===== src/rtl/phy_init_pkg.sv =====
package phy_init_pkg;

  localparam int INST_SHIFT = 16;
  localparam int PSEL_LSB = 9;
  localparam int PSEL_W = 3;
  localparam int PSEL_VAL = 1;
  localparam int RST_MANUAL_BIT = 8;
  localparam int RST_RELEASE_BIT = 0;
  localparam logic [7:0] RDREQ_DATA = 8'd1;

  localparam logic [31:0] PSEL_MASK = 32'(((1 << PSEL_W) - 1) << PSEL_LSB);
  localparam logic [31:0] PSEL_WORD = 32'(PSEL_VAL << PSEL_LSB);
  localparam logic [31:0] RST_MANUAL = 32'(1) << RST_MANUAL_BIT;
  localparam logic [31:0] RST_RELEASE = 32'(1) << RST_RELEASE_BIT;

  typedef enum logic [1:0] {SEL_CLK, SEL_TIN, SEL_TOUT, SEL_RST} regSel_e;

  typedef enum logic [2:0] {
    W_NONE, W_CLKSEL, W_RDREQ, W_MRG_LO, W_MRG_HI, W_RST_ON, W_RST_OFF
  } wordSel_e;

  typedef struct packed {
    logic       req;
    logic       wr;
    regSel_e    sel;
    wordSel_e   word;
    logic       capWord;
    logic       capByte;
    logic       loadDly;
    logic       inst;
    logic [1:0] prm;
  } ctrlStrobe_t;

  typedef struct packed {
    logic [4:0] addr;
    logic [7:0] mask;
    logic [7:0] val;
  } tuneEntry_t;

  function automatic tuneEntry_t tuneEntry(input logic [1:0] idx);
    tuneEntry_t e;
    case (idx)
      2'd0:    begin e.addr = 5'd0;  e.mask = 8'h08; e.val = 8'h08; end
      2'd1:    begin e.addr = 5'd6;  e.mask = 8'h3F; e.val = 8'h00; end
      2'd2:    begin e.addr = 5'd26; e.mask = 8'hF0; e.val = 8'h50; end
      default: begin e.addr = 5'd28; e.mask = 8'h0C; e.val = 8'h00; end
    endcase
    return e;
  endfunction

  function automatic logic [31:0] packTin(input logic [7:0] data, input logic [4:0] addr,
                                          input logic we, input logic inst);
    logic [31:0] w;
    w = {18'd0, data, addr, we};
    return inst ? (w << INST_SHIFT) : w;
  endfunction

endpackage


===== src/rtl/phy_init_ctrl.sv =====
module phy_init_ctrl
  import phy_init_pkg::*;
(
  input  logic        clk,
  input  logic        rstN,
  input  logic        start,
  input  logic        shutdown,
  input  logic        legacyMode,
  input  logic        dualMode,
  input  logic        busAck,
  input  logic        dlyDone,
  output ctrlStrobe_t cs,
  output logic        busy,
  output logic        done
);

  typedef enum logic [3:0] {
    S_IDLE, S_CLK_RD, S_CLK_WR, S_TI_WR, S_TO_DUM, S_TO_RD, S_DLY1, S_WAIT1,
    S_RST_RD, S_RST_WR, S_DLY2, S_WAIT2, S_DONE
  } state_e;

  state_e     state, stateNxt;
  logic [2:0] phase, phaseNxt;   // 0 read-req, 1 lo, 2 hi, 3 lo, 4 dummy read-req
  logic       dumQ, dumNxt;
  logic [1:0] prm, prmNxt;
  logic       inst, instNxt;
  logic       legacyQ, legacyNxt;
  logic       dualQ, dualNxt;
  logic       shutQ, shutNxt;

  always_ff @(posedge clk) begin
    if (!rstN) begin
      state   <= S_IDLE;
      phase   <= '0;
      dumQ    <= 1'b0;
      prm     <= '0;
      inst    <= 1'b0;
      legacyQ <= 1'b0;
      dualQ   <= 1'b0;
      shutQ   <= 1'b0;
      done    <= 1'b0;
    end else begin
      state   <= stateNxt;
      phase   <= phaseNxt;
      dumQ    <= dumNxt;
      prm     <= prmNxt;
      inst    <= instNxt;
      legacyQ <= legacyNxt;
      dualQ   <= dualNxt;
      shutQ   <= shutNxt;
      done    <= (state == S_DONE);
    end
  end

  assign busy = (state != S_IDLE);

  always_comb begin
    stateNxt  = state;
    phaseNxt  = phase;
    dumNxt    = dumQ;
    prmNxt    = prm;
    instNxt   = inst;
    legacyNxt = legacyQ;
    dualNxt   = dualQ;
    shutNxt   = shutQ;
    case (state)
      S_IDLE: begin
        if (start) begin
          legacyNxt = legacyMode;
          dualNxt   = dualMode;
          shutNxt   = 1'b0;
          phaseNxt  = '0;
          prmNxt    = '0;
          instNxt   = 1'b0;
          dumNxt    = 1'b0;
          stateNxt  = S_CLK_RD;
        end else if (shutdown) begin
          legacyNxt = legacyMode;
          shutNxt   = 1'b1;
          stateNxt  = legacyMode ? S_DONE : S_RST_RD;
        end
      end
      S_CLK_RD: if (busAck) stateNxt = S_CLK_WR;
      S_CLK_WR: if (busAck) stateNxt = legacyQ ? S_DONE : S_TI_WR;
      S_TI_WR: if (busAck) begin
        dumNxt   = 1'b0;
        stateNxt = S_TO_DUM;
      end
      S_TO_DUM: if (busAck) begin
        if (!dumQ) dumNxt = 1'b1;
        else begin
          dumNxt = 1'b0;
          if (phase == 3'd0 || phase == 3'd4) stateNxt = S_TO_RD;
          else begin
            phaseNxt = phase + 3'd1;
            stateNxt = S_TI_WR;
          end
        end
      end
      S_TO_RD: if (busAck) begin
        stateNxt = S_TI_WR;
        if (phase == 3'd0) phaseNxt = 3'd1;
        else begin
          phaseNxt = 3'd0;
          if (prm == 2'd3) begin
            prmNxt = 2'd0;
            if (dualQ && !inst) instNxt = 1'b1;
            else stateNxt = S_DLY1;
          end else prmNxt = prm + 2'd1;
        end
      end
      S_DLY1:   stateNxt = S_WAIT1;
      S_WAIT1:  if (dlyDone) stateNxt = S_RST_RD;
      S_RST_RD: if (busAck) stateNxt = S_RST_WR;
      S_RST_WR: if (busAck) stateNxt = shutQ ? S_DONE : S_DLY2;
      S_DLY2:   stateNxt = S_WAIT2;
      S_WAIT2:  if (dlyDone) stateNxt = S_DONE;
      S_DONE:   stateNxt = S_IDLE;
      default:  stateNxt = S_IDLE;
    endcase
  end

  always_comb begin
    cs      = '0;
    cs.inst = inst;
    cs.prm  = prm;
    case (state)
      S_CLK_RD: begin cs.req = 1'b1; cs.sel = SEL_CLK; cs.capWord = 1'b1; end
      S_CLK_WR: begin cs.req = 1'b1; cs.wr = 1'b1; cs.sel = SEL_CLK; cs.word = W_CLKSEL; end
      S_TI_WR: begin
        cs.req = 1'b1;
        cs.wr  = 1'b1;
        cs.sel = SEL_TIN;
        if (phase == 3'd0 || phase == 3'd4) cs.word = W_RDREQ;
        else if (phase == 3'd2)             cs.word = W_MRG_HI;
        else                                cs.word = W_MRG_LO;
      end
      S_TO_DUM: begin cs.req = 1'b1; cs.sel = SEL_TOUT; end
      S_TO_RD:  begin cs.req = 1'b1; cs.sel = SEL_TOUT; cs.capByte = (phase == 3'd0); end
      S_DLY1, S_DLY2: cs.loadDly = 1'b1;
      S_RST_RD: begin cs.req = 1'b1; cs.sel = SEL_RST; cs.capWord = 1'b1; end
      S_RST_WR: begin
        cs.req  = 1'b1;
        cs.wr   = 1'b1;
        cs.sel  = SEL_RST;
        cs.word = shutQ ? W_RST_OFF : W_RST_ON;
      end
      default: ;
    endcase
  end

endmodule


===== src/rtl/phy_init_dp.sv =====
module phy_init_dp
  import phy_init_pkg::*;
#(
  parameter int ADDR_W = 16,
  parameter int unsigned CLK_OFS = 'h0000,
  parameter int unsigned TIN_OFS = 'h2000,
  parameter int unsigned TOUT_OFS = 'h2004,
  parameter int unsigned RST_OFS = 'h200C,
  parameter int DLY_CYC = 50,
  parameter int CNT_W = 6
) (
  input  logic              clk,
  input  logic              rstN,
  input  ctrlStrobe_t       cs,
  input  logic              busAck,
  input  logic [31:0]       busRdata,
  output logic              busReq,
  output logic              busWrite,
  output logic [ADDR_W-1:0] busAddr,
  output logic [31:0]       busWdata,
  output logic              dlyDone
);

  logic [31:0]      wordQ;
  logic [7:0]       byteQ;
  logic [CNT_W-1:0] dlyCnt;
  tuneEntry_t       te;
  logic [7:0]       merged;

  always_ff @(posedge clk) begin
    if (!rstN) begin
      wordQ  <= '0;
      byteQ  <= '0;
      dlyCnt <= '0;
    end else begin
      if (cs.capWord && busAck) wordQ <= busRdata;
      if (cs.capByte && busAck) byteQ <= cs.inst ? busRdata[23:16] : busRdata[7:0];
      if (cs.loadDly)           dlyCnt <= CNT_W'(DLY_CYC);
      else if (dlyCnt != '0)    dlyCnt <= dlyCnt - 1'b1;
    end
  end

  assign dlyDone = (dlyCnt == '0);
  assign te      = tuneEntry(cs.prm);
  assign merged  = (byteQ & ~te.mask) | (te.val & te.mask);

  assign busReq   = cs.req;
  assign busWrite = cs.req & cs.wr;

  always_comb begin
    case (cs.sel)
      SEL_CLK:  busAddr = ADDR_W'(CLK_OFS);
      SEL_TIN:  busAddr = ADDR_W'(TIN_OFS);
      SEL_TOUT: busAddr = ADDR_W'(TOUT_OFS);
      default:  busAddr = ADDR_W'(RST_OFS);
    endcase
  end

  always_comb begin
    case (cs.word)
      W_CLKSEL:  busWdata = (wordQ & ~PSEL_MASK) | PSEL_WORD;
      W_RDREQ:   busWdata = packTin(RDREQ_DATA, te.addr, 1'b0, cs.inst);
      W_MRG_LO:  busWdata = packTin(merged, te.addr, 1'b0, cs.inst);
      W_MRG_HI:  busWdata = packTin(merged, te.addr, 1'b1, cs.inst);
      W_RST_ON:  busWdata = wordQ | RST_MANUAL | RST_RELEASE;
      W_RST_OFF: busWdata = (wordQ | RST_MANUAL) & ~RST_RELEASE;
      default:   busWdata = '0;
    endcase
  end

endmodule


===== src/rtl/phy_init_seq.sv =====
module phy_init_seq
  import phy_init_pkg::*;
#(
  parameter int ADDR_W = 16,
  parameter int unsigned CLK_OFS = 'h0000,
  parameter int unsigned TIN_OFS = 'h2000,
  parameter int unsigned TOUT_OFS = 'h2004,
  parameter int unsigned RST_OFS = 'h200C,
  parameter int unsigned CLK_FREQ_HZ = 50_000_000
) (
  input  logic              clk,
  input  logic              rstN,
  input  logic              start,
  input  logic              shutdown,
  input  logic              legacyMode,
  input  logic              dualMode,
  output logic              busReq,
  output logic              busWrite,
  output logic [ADDR_W-1:0] busAddr,
  output logic [31:0]       busWdata,
  input  logic              busAck,
  input  logic [31:0]       busRdata,
  output logic              busy,
  output logic              done
);

  localparam int DLY_RAW = int'((CLK_FREQ_HZ + 999_999) / 1_000_000);
  localparam int DLY_CYC = (DLY_RAW < 1) ? 1 : DLY_RAW;
  localparam int CNT_W   = $clog2(DLY_CYC + 1);

  ctrlStrobe_t cs;
  logic        dlyDone;

  phy_init_ctrl u_ctrl (
    .clk(clk), .rstN(rstN), .start(start), .shutdown(shutdown),
    .legacyMode(legacyMode), .dualMode(dualMode), .busAck(busAck),
    .dlyDone(dlyDone), .cs(cs), .busy(busy), .done(done)
  );

  phy_init_dp #(
    .ADDR_W(ADDR_W), .CLK_OFS(CLK_OFS), .TIN_OFS(TIN_OFS), .TOUT_OFS(TOUT_OFS),
    .RST_OFS(RST_OFS), .DLY_CYC(DLY_CYC), .CNT_W(CNT_W)
  ) u_dp (
    .clk(clk), .rstN(rstN), .cs(cs), .busAck(busAck), .busRdata(busRdata),
    .busReq(busReq), .busWrite(busWrite), .busAddr(busAddr),
    .busWdata(busWdata), .dlyDone(dlyDone)
  );

endmodule


===== config.mk =====
export PLATFORM = sky130hd
export DESIGN_NAME = phy_init_seq
export DESIGN_NICKNAME = d
export VERILOG_FILES = /design/src/rtl/phy_init_pkg.sv /design/src/rtl/phy_init_ctrl.sv /design/src/rtl/phy_init_dp.sv /design/src/rtl/phy_init_seq.sv
export SDC_FILE = /design/constraint.sdc
export NUM_CORES = 1
export LEC_CHECK = 0
export ABC_CLOCK_PERIOD_IN_PS = 2500
export BUFFER_PORTS_ARGS = -buffer_cell sky130_fd_sc_hd__buf_2
export CAP_MARGIN = 10
export CORE_ASPECT_RATIO = 1.25
export CORE_MARGIN = 8
export CORE_UTILIZATION = 50
export CTS_CLUSTER_DIAMETER = 100
export DETAILED_ROUTE_END_ITERATION = 12
export PLACE_DENSITY = 0.76
export SYNTH_ARGS = -nofsm -noshare
export SYNTH_HDL_FRONTEND = slang
export SYNTH_SLANG_ARGS = --single-unit

===== constraint.sdc =====
create_clock -name clk -period 2.5 [get_ports clk]
set_input_delay 0.625 -clock clk [delete_from_list [all_inputs] [get_ports clk]]
set_output_delay 0.625 -clock clk [all_outputs]
set_load 0.02 [all_outputs]

Word-level counts from Yosys, hierarchy flattened
Index checks and enable logic that the tools add are counted.

Bits in registers: 61. Latch bits: 0. RAM bits: 0. Memory bits (read-only): 0. Input port bits: 39. Output and inout port bits: 52. Word-level logic and storage cells: 159. Memories: 0.

Add/subtract/negate cells: 3. Multipliers: 0. Divide/modulo/power cells: 0. Order comparisons: 0. Equality and inequality tests: 41. Shifts and indexed selects: 0. Multiplexer cells: 65. Bitwise logic cells: 6. Reduce and logical (&&, ||, !) cells: 31.

Operators with widths (number): one-hot mux 32 bit (6 select lines) (1); one-hot mux 21 bit (3 select lines) (1); 2-to-1 mux 30 bit (2); 2-to-1 mux 4 bit (15); one-hot mux 4 bit (12 select lines) (1); one-hot mux 14 bit (3 select lines) (1); 2-to-1 mux 3 bit (11); inequality test 2 bit (second input constant) (12); 2-to-1 mux 23 bit (1); == test 4 bit (second input constant) (5); 2-to-1 mux 1 bit (18); one-hot mux 3 bit (3 select lines) (2); AND 8 bit (2); == test 4 x 3 -> 1 bit (second input constant) (4); == test 3 bit (second input constant) (4); 2-to-1 mux 6 bit (2); AND reduction 6 bit (2); AND reduction 11 bit (1); 2-to-1 mux 2 bit (5); OR reduction 2 bit (5); == test 3 x 2 -> 1 bit (second input constant) (3); == test 4 x 2 -> 1 bit (second input constant) (2); 2-to-1 mux 8 bit (1); inverter 8 bit (1); 31 further kinds (44).

Logic depth before layout (Yosys ltp)
Gate-level depths: netlist of the first run.

Depth after elaboration: 7. Mapped depth: 8. Gate-level depth less buffers: 7.

By module
A second synthesis of the first run with hierarchy kept.

Cell total of the unflattened synthesis: 469. Area total of the unflattened synthesis: 3597.2 um2.

By module, submodules not included: phy_init_dp (times used 1, cells an instance 308, area an instance 2428.6 um2, sequential area each 920.9 um2); phy_init_ctrl (times used 1, cells an instance 161, area an instance 1168.6 um2, sequential area each 300.3 um2).

Worst setup path after synthesis of the first run
No wires, ideal clock.

Path kind: flip-flop to output port. Start point: register u_ctrl.state[2]. End point: output busWdata[0]. Arrival: 1941 ps. Data required time: 1875 ps. Setup slack: -66 ps. Cell stages (with the launch flop): 6. Path buffers: 2. Cell sequence: dfxtp_1 > buf_2 > buf_4 > nor4b_2 > nand2_1 > o41ai_1.

Word-level cells in the longest chain between the ends: 4. Elaborated cells between the ends (all ways): 11. Those cells by class: eq/ne: 9; mux: 2.

Ends and longest elaborated chain: start, declared (RTL line phy_init_ctrl.sv:22) `state_e state, stateNxt;`; start signal, assigned (RTL line phy_init_ctrl.sv:43) `state <= stateNxt;`; == test 4 bit or == test 4 x 2 -> 1 bit (tied branches) (RTL line phy_init_ctrl.sv:127) `case (state)`; one-hot mux 3 bit (3 select lines) (*) (RTL line phy_init_ctrl.sv:127); == test 3 bit, or another cell as far along (RTL line phy_init_dp.sv:60) `case (cs.word)`; one-hot mux 32 bit (6 select lines) (*) (RTL line phy_init_dp.sv:60); end, declared (RTL line phy_init_seq.sv:20) `output logic [31:0] busWdata,`.

Every way passes the cells marked *; elsewhere a longest branch is shown, timed or not.

Worst setup path in the final report of the first run
Start point: register u_ctrl.state[0]. End point: output busWdata[11].

The elaborated chain is that of the path after synthesis.

==> results.py, run 1 <==
metrics = {
    "status": {
        "status": "finished, final reports clean",
    },
    "finish": {
        "stdcell_count": 634,
        "fill_cells": 580,
        "design_area_sq_um": 4510,
        "mostFrequentLayoutCells": "92 x nand2_1, 64 x buf_2, 55 x dfxtp_1",
        "drive_gt1_frac": 0.301,
        "syn2layout_area_growth_pct": 27.1,
        "final_common_cell": "nand2_1",
        "fin_nets": 587,
        "diodes": 0,
    },
    "synthesis": {
        "ys_ff_latch": 61,
        "syn_area_per_cell_sq_um": 7.68,
        "ys.flop_type": "dfxtp_1",
        "synth-seq-area-share": 0.344,
        "synth_cells": 462,
        "synthArstFlopShare": 0,
        "synth_edf_count": 0,
        "synth_area_sq_um": 3550,
        "synth_top_cell_by_area": "dfxtp_1",
        "synthTopCellsByArea": "dfxtp_1 34%, nand2_1 9.9%, a21oi_1 7.1%",
        "synth_top_area_frac": 0.344,
        "synth_warnings": 0,
        "synth_cell_types": 65,
    },
    "clock_network": {
        "postCtsHoldBufs": 0,
        "h-tree-depth": 3,
        "worstSkewPairLatency_ps": 340,
        "cts.clk_slew.worst_paths_ps": 70,
        "cts_made_buffers": 9,
        "clock_sinks": 61,
        "cts.root.buffer_cell": "clkbuf_8",
        "cts_tree": "yes",
        "clk_path_buf_depth": 2,
    },
    "sta": {
        "drv_slew": 0,
        "worstMarginPinSlew_ps": 537,
        "final-setup-viol-count": 0,
        "rsz0062_at_grt": "true",
        "final.period_utilization": 0.996,
        "clock.fmax_mhz": 402,
        "fin_tns_setup_ps": 0,
        "fin_crit_ps": 2490,
        "hold_violations": 0,
        "setup_slack_ps": 10.9,
        "whs_ps": 451,
        "relSlewSlack": 0.641,
        "clock_skew_ps": 8.00,
    },
    "critical_path": {
        "r2r_cells": 7,
        "cp.buffers_inverters": 3,
        "cp_num_cells": 6,
        "reg2reg_setup_slack_ps": 350,
        "slowest_delay_ps": 360,
        "reg2reg_from": "u_dp.dlyCnt[0]",
        "reg2reg_to": "u_ctrl.state[2]",
        "worstSetupPathType": "reg2out",
        "crit_path_cell_trace": "inv_2 -> nor4b_4 -> buf_6 -> nand2_8 -> o31ai_2 -> buf_2",
        "required_ps": 1880,
        "worstPathArrival_ps": 1860,
        "crit_slowest_cell": "dfxtp_2",
        "crit_family": "buffers and inverters",
        "critPathLaunchType": "flip-flop",
        "critPathCaptureType": "primary output",
        "crit_fanout": 9,
    },
    "floorplan": {
        "die_y_um": 110,
        "dieArea_sq_um": 10100,
        "io_pins": 91,
        "core_area_sq_um": 6930,
        "rows": 34,
        "start_util": 0.512,
        "die_w_um": 91.3,
    },
    "worst_hold_path": {
        "min_path_cells": 2,
        "hold_path_end": "u_dp.wordQ[14]",
        "min_from": "u_dp.wordQ[14]",
        "holdCritPathClass": "reg2reg",
    },
    "placed_design": {
        "dp_slack_ps": 207,
        "place_congestion": 0.895,
        "dp_hpwl_um": 7220,
        "placed_cell_area_sq_um": 4010,
        "portBuffers": 77,
        "dp.cells": 614,
    },
    "route": {
        "drt_iter0_markers": 277,
        "wl_per_cell_um": 17.1,
        "vias_per_cell": 5.68,
        "wl_um": 10800,
        "firstDrtPassIters": 6,
        "ant_nets": 0,
        "vias": 3602,
        "drc_errors": 0,
    },
    "global_route": {
        "grt_usage": 0.200,
        "first_global_vias": 3477,
        "grt_pass1_wl_um": 16500,
        "grt_start_max_net_pins": 33,
        "grt_overflow": 0,
        "antenna_found_initial": 0,
    },
    "pwr": {
        "power_leakage_nw": 1.85,
        "power_density_nw_per_um2": 995,
        "peakVddDrop_mv": 0.548,
    },
    "flow_run": {
        "maxCapViolations": 0,
    },
}
==> kinds of logic (layout without fill, tap and decap cells) <==
logic type,count (synthesis),count (layout),synth area share
mux,16,16,0.0455
xor+xnor,6,6,0.0148
fa+ha+maj,9,9,0.0317
buf+inv,64,134,0.0917
other cells,1,13,0.00106
flops,61,61,0.344
simple gates,189,189,0.263
compound gates,116,116,0.207
==> where the power goes <==
part	switching [mW]	leakage [nW]	internal (mW)
Sequential	0.162	0.499	1.17
Clock	0.424	0.110	0.566
Combinational	1.26	1.24	0.903
Total	1.85	1.85	2.64
==> tightest hold or removal path: cells and delay by family (launching register included) <==
kind | cells | cell delay [ps]
simple gates | 1 | 50
compound gates | 1 | 50
flops | 1 | 310
==> layout make-up <==
cell class | count | area, sq um | share of cell area
Clock inverter | 7 | 98.8 | 0.0219
Multi-Input combinational cell | 349 | 2180 | 0.484
Clock buffer | 9 | 124 | 0.0275
Tap cell | 90 | 113 | 0.0250
Timing Repair Buffer | 100 | 689 | 0.153
Sequential cell | 61 | 1230 | 0.274
Inverter | 18 | 67.6 | 0.0150
==> Yosys cell counts (all sizes together) (2+ instances only) <==
library cell and number:
a221oi 2, and3b 2, and2 7, o41ai 2
nor3b 5, clkbuf 14, nand3 5, a31oi 3
or2 2, nor2b 3, ha 9, a21o 4
or4b 2, dfxtp 61, and3 2, nand3b 2
nor4b 4, nand2 94, buf 32, xor2 2
o21ai 20, mux2i 15, o31ai 6, a32o 5
inv 18, a21oi 51, nor2 38, xnor2 4
a211oi 10, nor4 2, nor3 6, nand4 2
a32oi 2, nand2b 8
==> registers in the layout (all words and copies together), names as in the netlist <==
signal and count:
u_dp.wordQ 32, u_dp.byteQ 8, u_dp.dlyCnt 6, u_ctrl.state 4, u_ctrl.phase 3, u_ctrl.prm 2
u_ctrl.done 1, u_ctrl.dualQ 1, u_ctrl.dumQ 1, u_ctrl.inst 1, u_ctrl.legacyQ 1, u_ctrl.shutQ 1
==> worst max path at each step <==
| stage | slack [ps] | endpoint | from |
|---|---|---|---|
| after floorplan | 20 | busWdata[16] | u_ctrl.state[2] |
| after global placement | 230 | busWdata[11] | u_ctrl.prm[0] |
| after detailed placement | 210 | busWdata[7] | u_ctrl.state[1] |
| after CTS | 7 | busWdata[24] | u_ctrl.state[0] |
| after global routing | -50 | busWdata[11] | u_ctrl.state[0] |
| final | 10 | busWdata[11] | u_ctrl.state[0] |
==> metrics by stage <==
stage	total power, mW	util
finish	4.48	0.650
floorplan	2.74	-
global placement	3.18	0.578
detailed placement	3.23	0.578
CTS	4.24	0.618
global route	4.75	0.650
==> timing repair <==
item,4_1_cts,5_1_grt
pin swaps,1,2
gates cloned,0,3
buffers inserted,0,1
endpoints found under the setup margin,24,26
resized for setup,18,43
==> per-layer routing <==
metal,vias to the layer above,GRT usage,wire (um),part of all wire
met5,-,0,0,0
met4,0,0.0750,359,0.033
met3,43,0.0569,816,0.075
met2,185,0.352,5420,0.50
met1,1653,0.226,4250,0.39
li1,1721,-,-,-
Power figures use the tool's default switching activity.
==> run 2: changes to the inputs <==
--- a/config.mk
+++ b/config.mk
@@ -8,7 +8,6 @@
 export ABC_CLOCK_PERIOD_IN_PS = 2500
 export BUFFER_PORTS_ARGS = -buffer_cell sky130_fd_sc_hd__buf_2
 export CAP_MARGIN = 10
-export CORE_ASPECT_RATIO = 1.25
 export CORE_MARGIN = 8
 export CORE_UTILIZATION = 50
 export CTS_CLUSTER_DIAMETER = 100
==> run 2 against run 1 <==
Net effect:
- global-route usage increased by 0.14 points
- worst setup slack got worse by 3.5 ps
- sequential power about the same
- first-iteration DRC count decreased by 30%
- non-clock buffer count increased by 3
- routed wire length decreased by 0.53%
- sequential share of layout area decreased by 0.15 points
- register-to-register slack about the same
==> results.py, run 2 (same netlist as run 1, synthesis figures left out) <==
metrics = {
    "pwr": {
        "p_sw_mw": 1.82,
        "power.total_mw": 4.49,
        "p_comb_frac": 0.482,
        "clkPwrFrac": 0.222,
        "intPower_mw": 2.67,
        "pwr-share-seq": 0.296,
        "power_density_nw_per_um2": 991,
        "switching_share": 0.405,
        "power_leakage_nw": 1.86,
        "peakVddDrop_mv": 0.423,
    },
    "clock_network": {
        "cts_made_buffers": 9,
        "h-tree-depth": 3,
        "postCtsHoldBufs": 0,
        "clock_sinks": 61,
        "cts.clk_slew.worst_paths_ps": 70,
        "worstSkewPairLatency_ps": 340,
        "clk_path_buf_depth": 2,
        "cts.root.buffer_cell": "clkbuf_8",
        "cts_tree": "yes",
    },
    "placed_design": {
        "dp_slack_ps": 214,
        "place_congestion": 0.869,
        "portBuffers": 77,
        "dp.cells": 619,
        "dp_hpwl_um": 7280,
        "placed_cell_area_sq_um": 4010,
    },
    "global_route": {
        "first_global_vias": 3505,
        "grt_overflow": 0,
        "antenna_found_initial": 0,
        "grt_pass1_wl_um": 16400,
        "grt_usage": 0.201,
        "grt_start_max_net_pins": 33,
    },
    "route": {
        "vias": 3604,
        "vias_per_cell": 5.60,
        "drt_iter0_markers": 194,
        "firstDrtPassIters": 5,
        "wl_per_cell_um": 16.8,
        "wl_um": 10800,
        "drc_errors": 0,
        "ant_nets": 0,
    },
    "sta": {
        "final-setup-viol-count": 0,
        "rsz0062_at_grt": "true",
        "whs_ps": 453,
        "clock.fmax_mhz": 401,
        "worstMarginPinSlew_ps": 554,
        "setup_slack_ps": 7.48,
        "hold_violations": 0,
        "clock_skew_ps": 15.1,
        "final.period_utilization": 0.997,
        "drv_slew": 0,
        "fin_tns_setup_ps": 0,
        "fin_crit_ps": 2490,
        "relSlewSlack": 0.628,
    },
    "critical_path": {
        "worstSetupPathType": "reg2out",
        "cp-endpoint": "busWdata[6]",
        "reg2reg_setup_slack_ps": 350,
        "critPathLaunchType": "flip-flop",
        "reg2reg_to": "u_ctrl.state[2]",
        "required_ps": 1880,
        "r2r_cells": 7,
        "reg2reg_from": "u_dp.dlyCnt[0]",
        "crit_start": "u_ctrl.state[0]",
        "critPathCaptureType": "primary output",
        "worstPathArrival_ps": 1870,
        "crit_fanout": 13,
    },
    "finish": {
        "register_area_sq_um": 1230,
        "multi_input_area_sq_um": 2190,
        "stdcell_count": 643,
        "mostFrequentLayoutCells": "92 x nand2_1, 64 x buf_2, 56 x dfxtp_1",
        "largest_reg_flops": 32,
        "design_area_sq_um": 4530,
        "final_core_util": 0.663,
        "diodes": 0,
        "drive_gt1_frac": 0.300,
        "fin_nets": 590,
        "final_common_cell": "nand2_1",
        "fill_cells": 590,
        "reg.largest.list": "u_dp.wordQ: 32 flops, u_dp.byteQ: 8 flops, u_dp.dlyCnt: 6 flops",
        "syn2layout_area_growth_pct": 27.7,
        "regMostFlops": "u_dp.wordQ",
    },
    "flow_run": {
        "maxCapViolations": 0,
    },
    "floorplan": {
        "dieArea_sq_um": 10000,
        "io_pins": 91,
        "core_area_sq_um": 6830,
        "die_y_um": 100,
        "rows": 30,
        "die_w_um": 100,
        "start_util": 0.519,
    },
    "status": {
        "status": "finished, final reports clean",
    },
    "worst_hold_path": {
        "holdCritPathClass": "reg2reg",
        "min_path_cells": 2,
    },
}
==> run 2: layout make-up <==
type	count	share of cell area
clock buffers	11	0.0312
clock inverters	5	0.0180
inverters	18	0.0149
multi-input cells	349	0.485
flip-flops and latches	61	0.272
well taps	96	0.0265
repair buffers	103	0.153
==> run 2: metal layers <==
metal	share of wire	wire [um]	vias up	track usage
met4	0.025	274	0	0.0919
met2	0.49	5310	161	0.346
met5	0	0	-	0
li1	-	-	1729	-
met3	0.071	767	22	0.0422
met1	0.41	4440	1692	0.233
==> run 2: what timing repair did <==
action,4_1_cts,5_1_grt
gates cloned,0,2
setup buffers,0,6
setup endpoints to repair,21,26
gates resized for setup,13,45
pin swaps,0,3
==> run 2: worst min path at each step <==
stage / startpoint / endpoint
final: u_dp.wordQ[17] / u_dp.wordQ[17]
after global routing: u_dp.wordQ[17] / u_dp.wordQ[17]
after floorplan: u_dp.wordQ[14] / u_dp.wordQ[14]
after detailed placement: u_dp.wordQ[17] / u_dp.wordQ[17]
after global placement: u_dp.wordQ[31] / u_dp.wordQ[31]
after CTS: u_dp.wordQ[14] / u_dp.wordQ[14]
==> run 2: critical path, stage by stage, from the launching register on <==
cell and delay, ps:
dfxtp_2 350, buf_6 140, nand3b_1 160, a21oi_4 310, clkbuf_16 230, nand2_1 60
o21ai_1 110, buf_4 170
==> run 2: power groups by stage <==
stage / clock network [mW] / logic, mW / registers [mW]
after floorplan: 0 / 1.47 / 1.27
after global placement: 0 / 1.86 / 1.32
after detailed placement: 0 / 1.90 / 1.33
after CTS: 1.00 / 1.94 / 1.31
after global routing: 1.04 / 2.35 / 1.35
final: 0.998 / 2.16 / 1.33
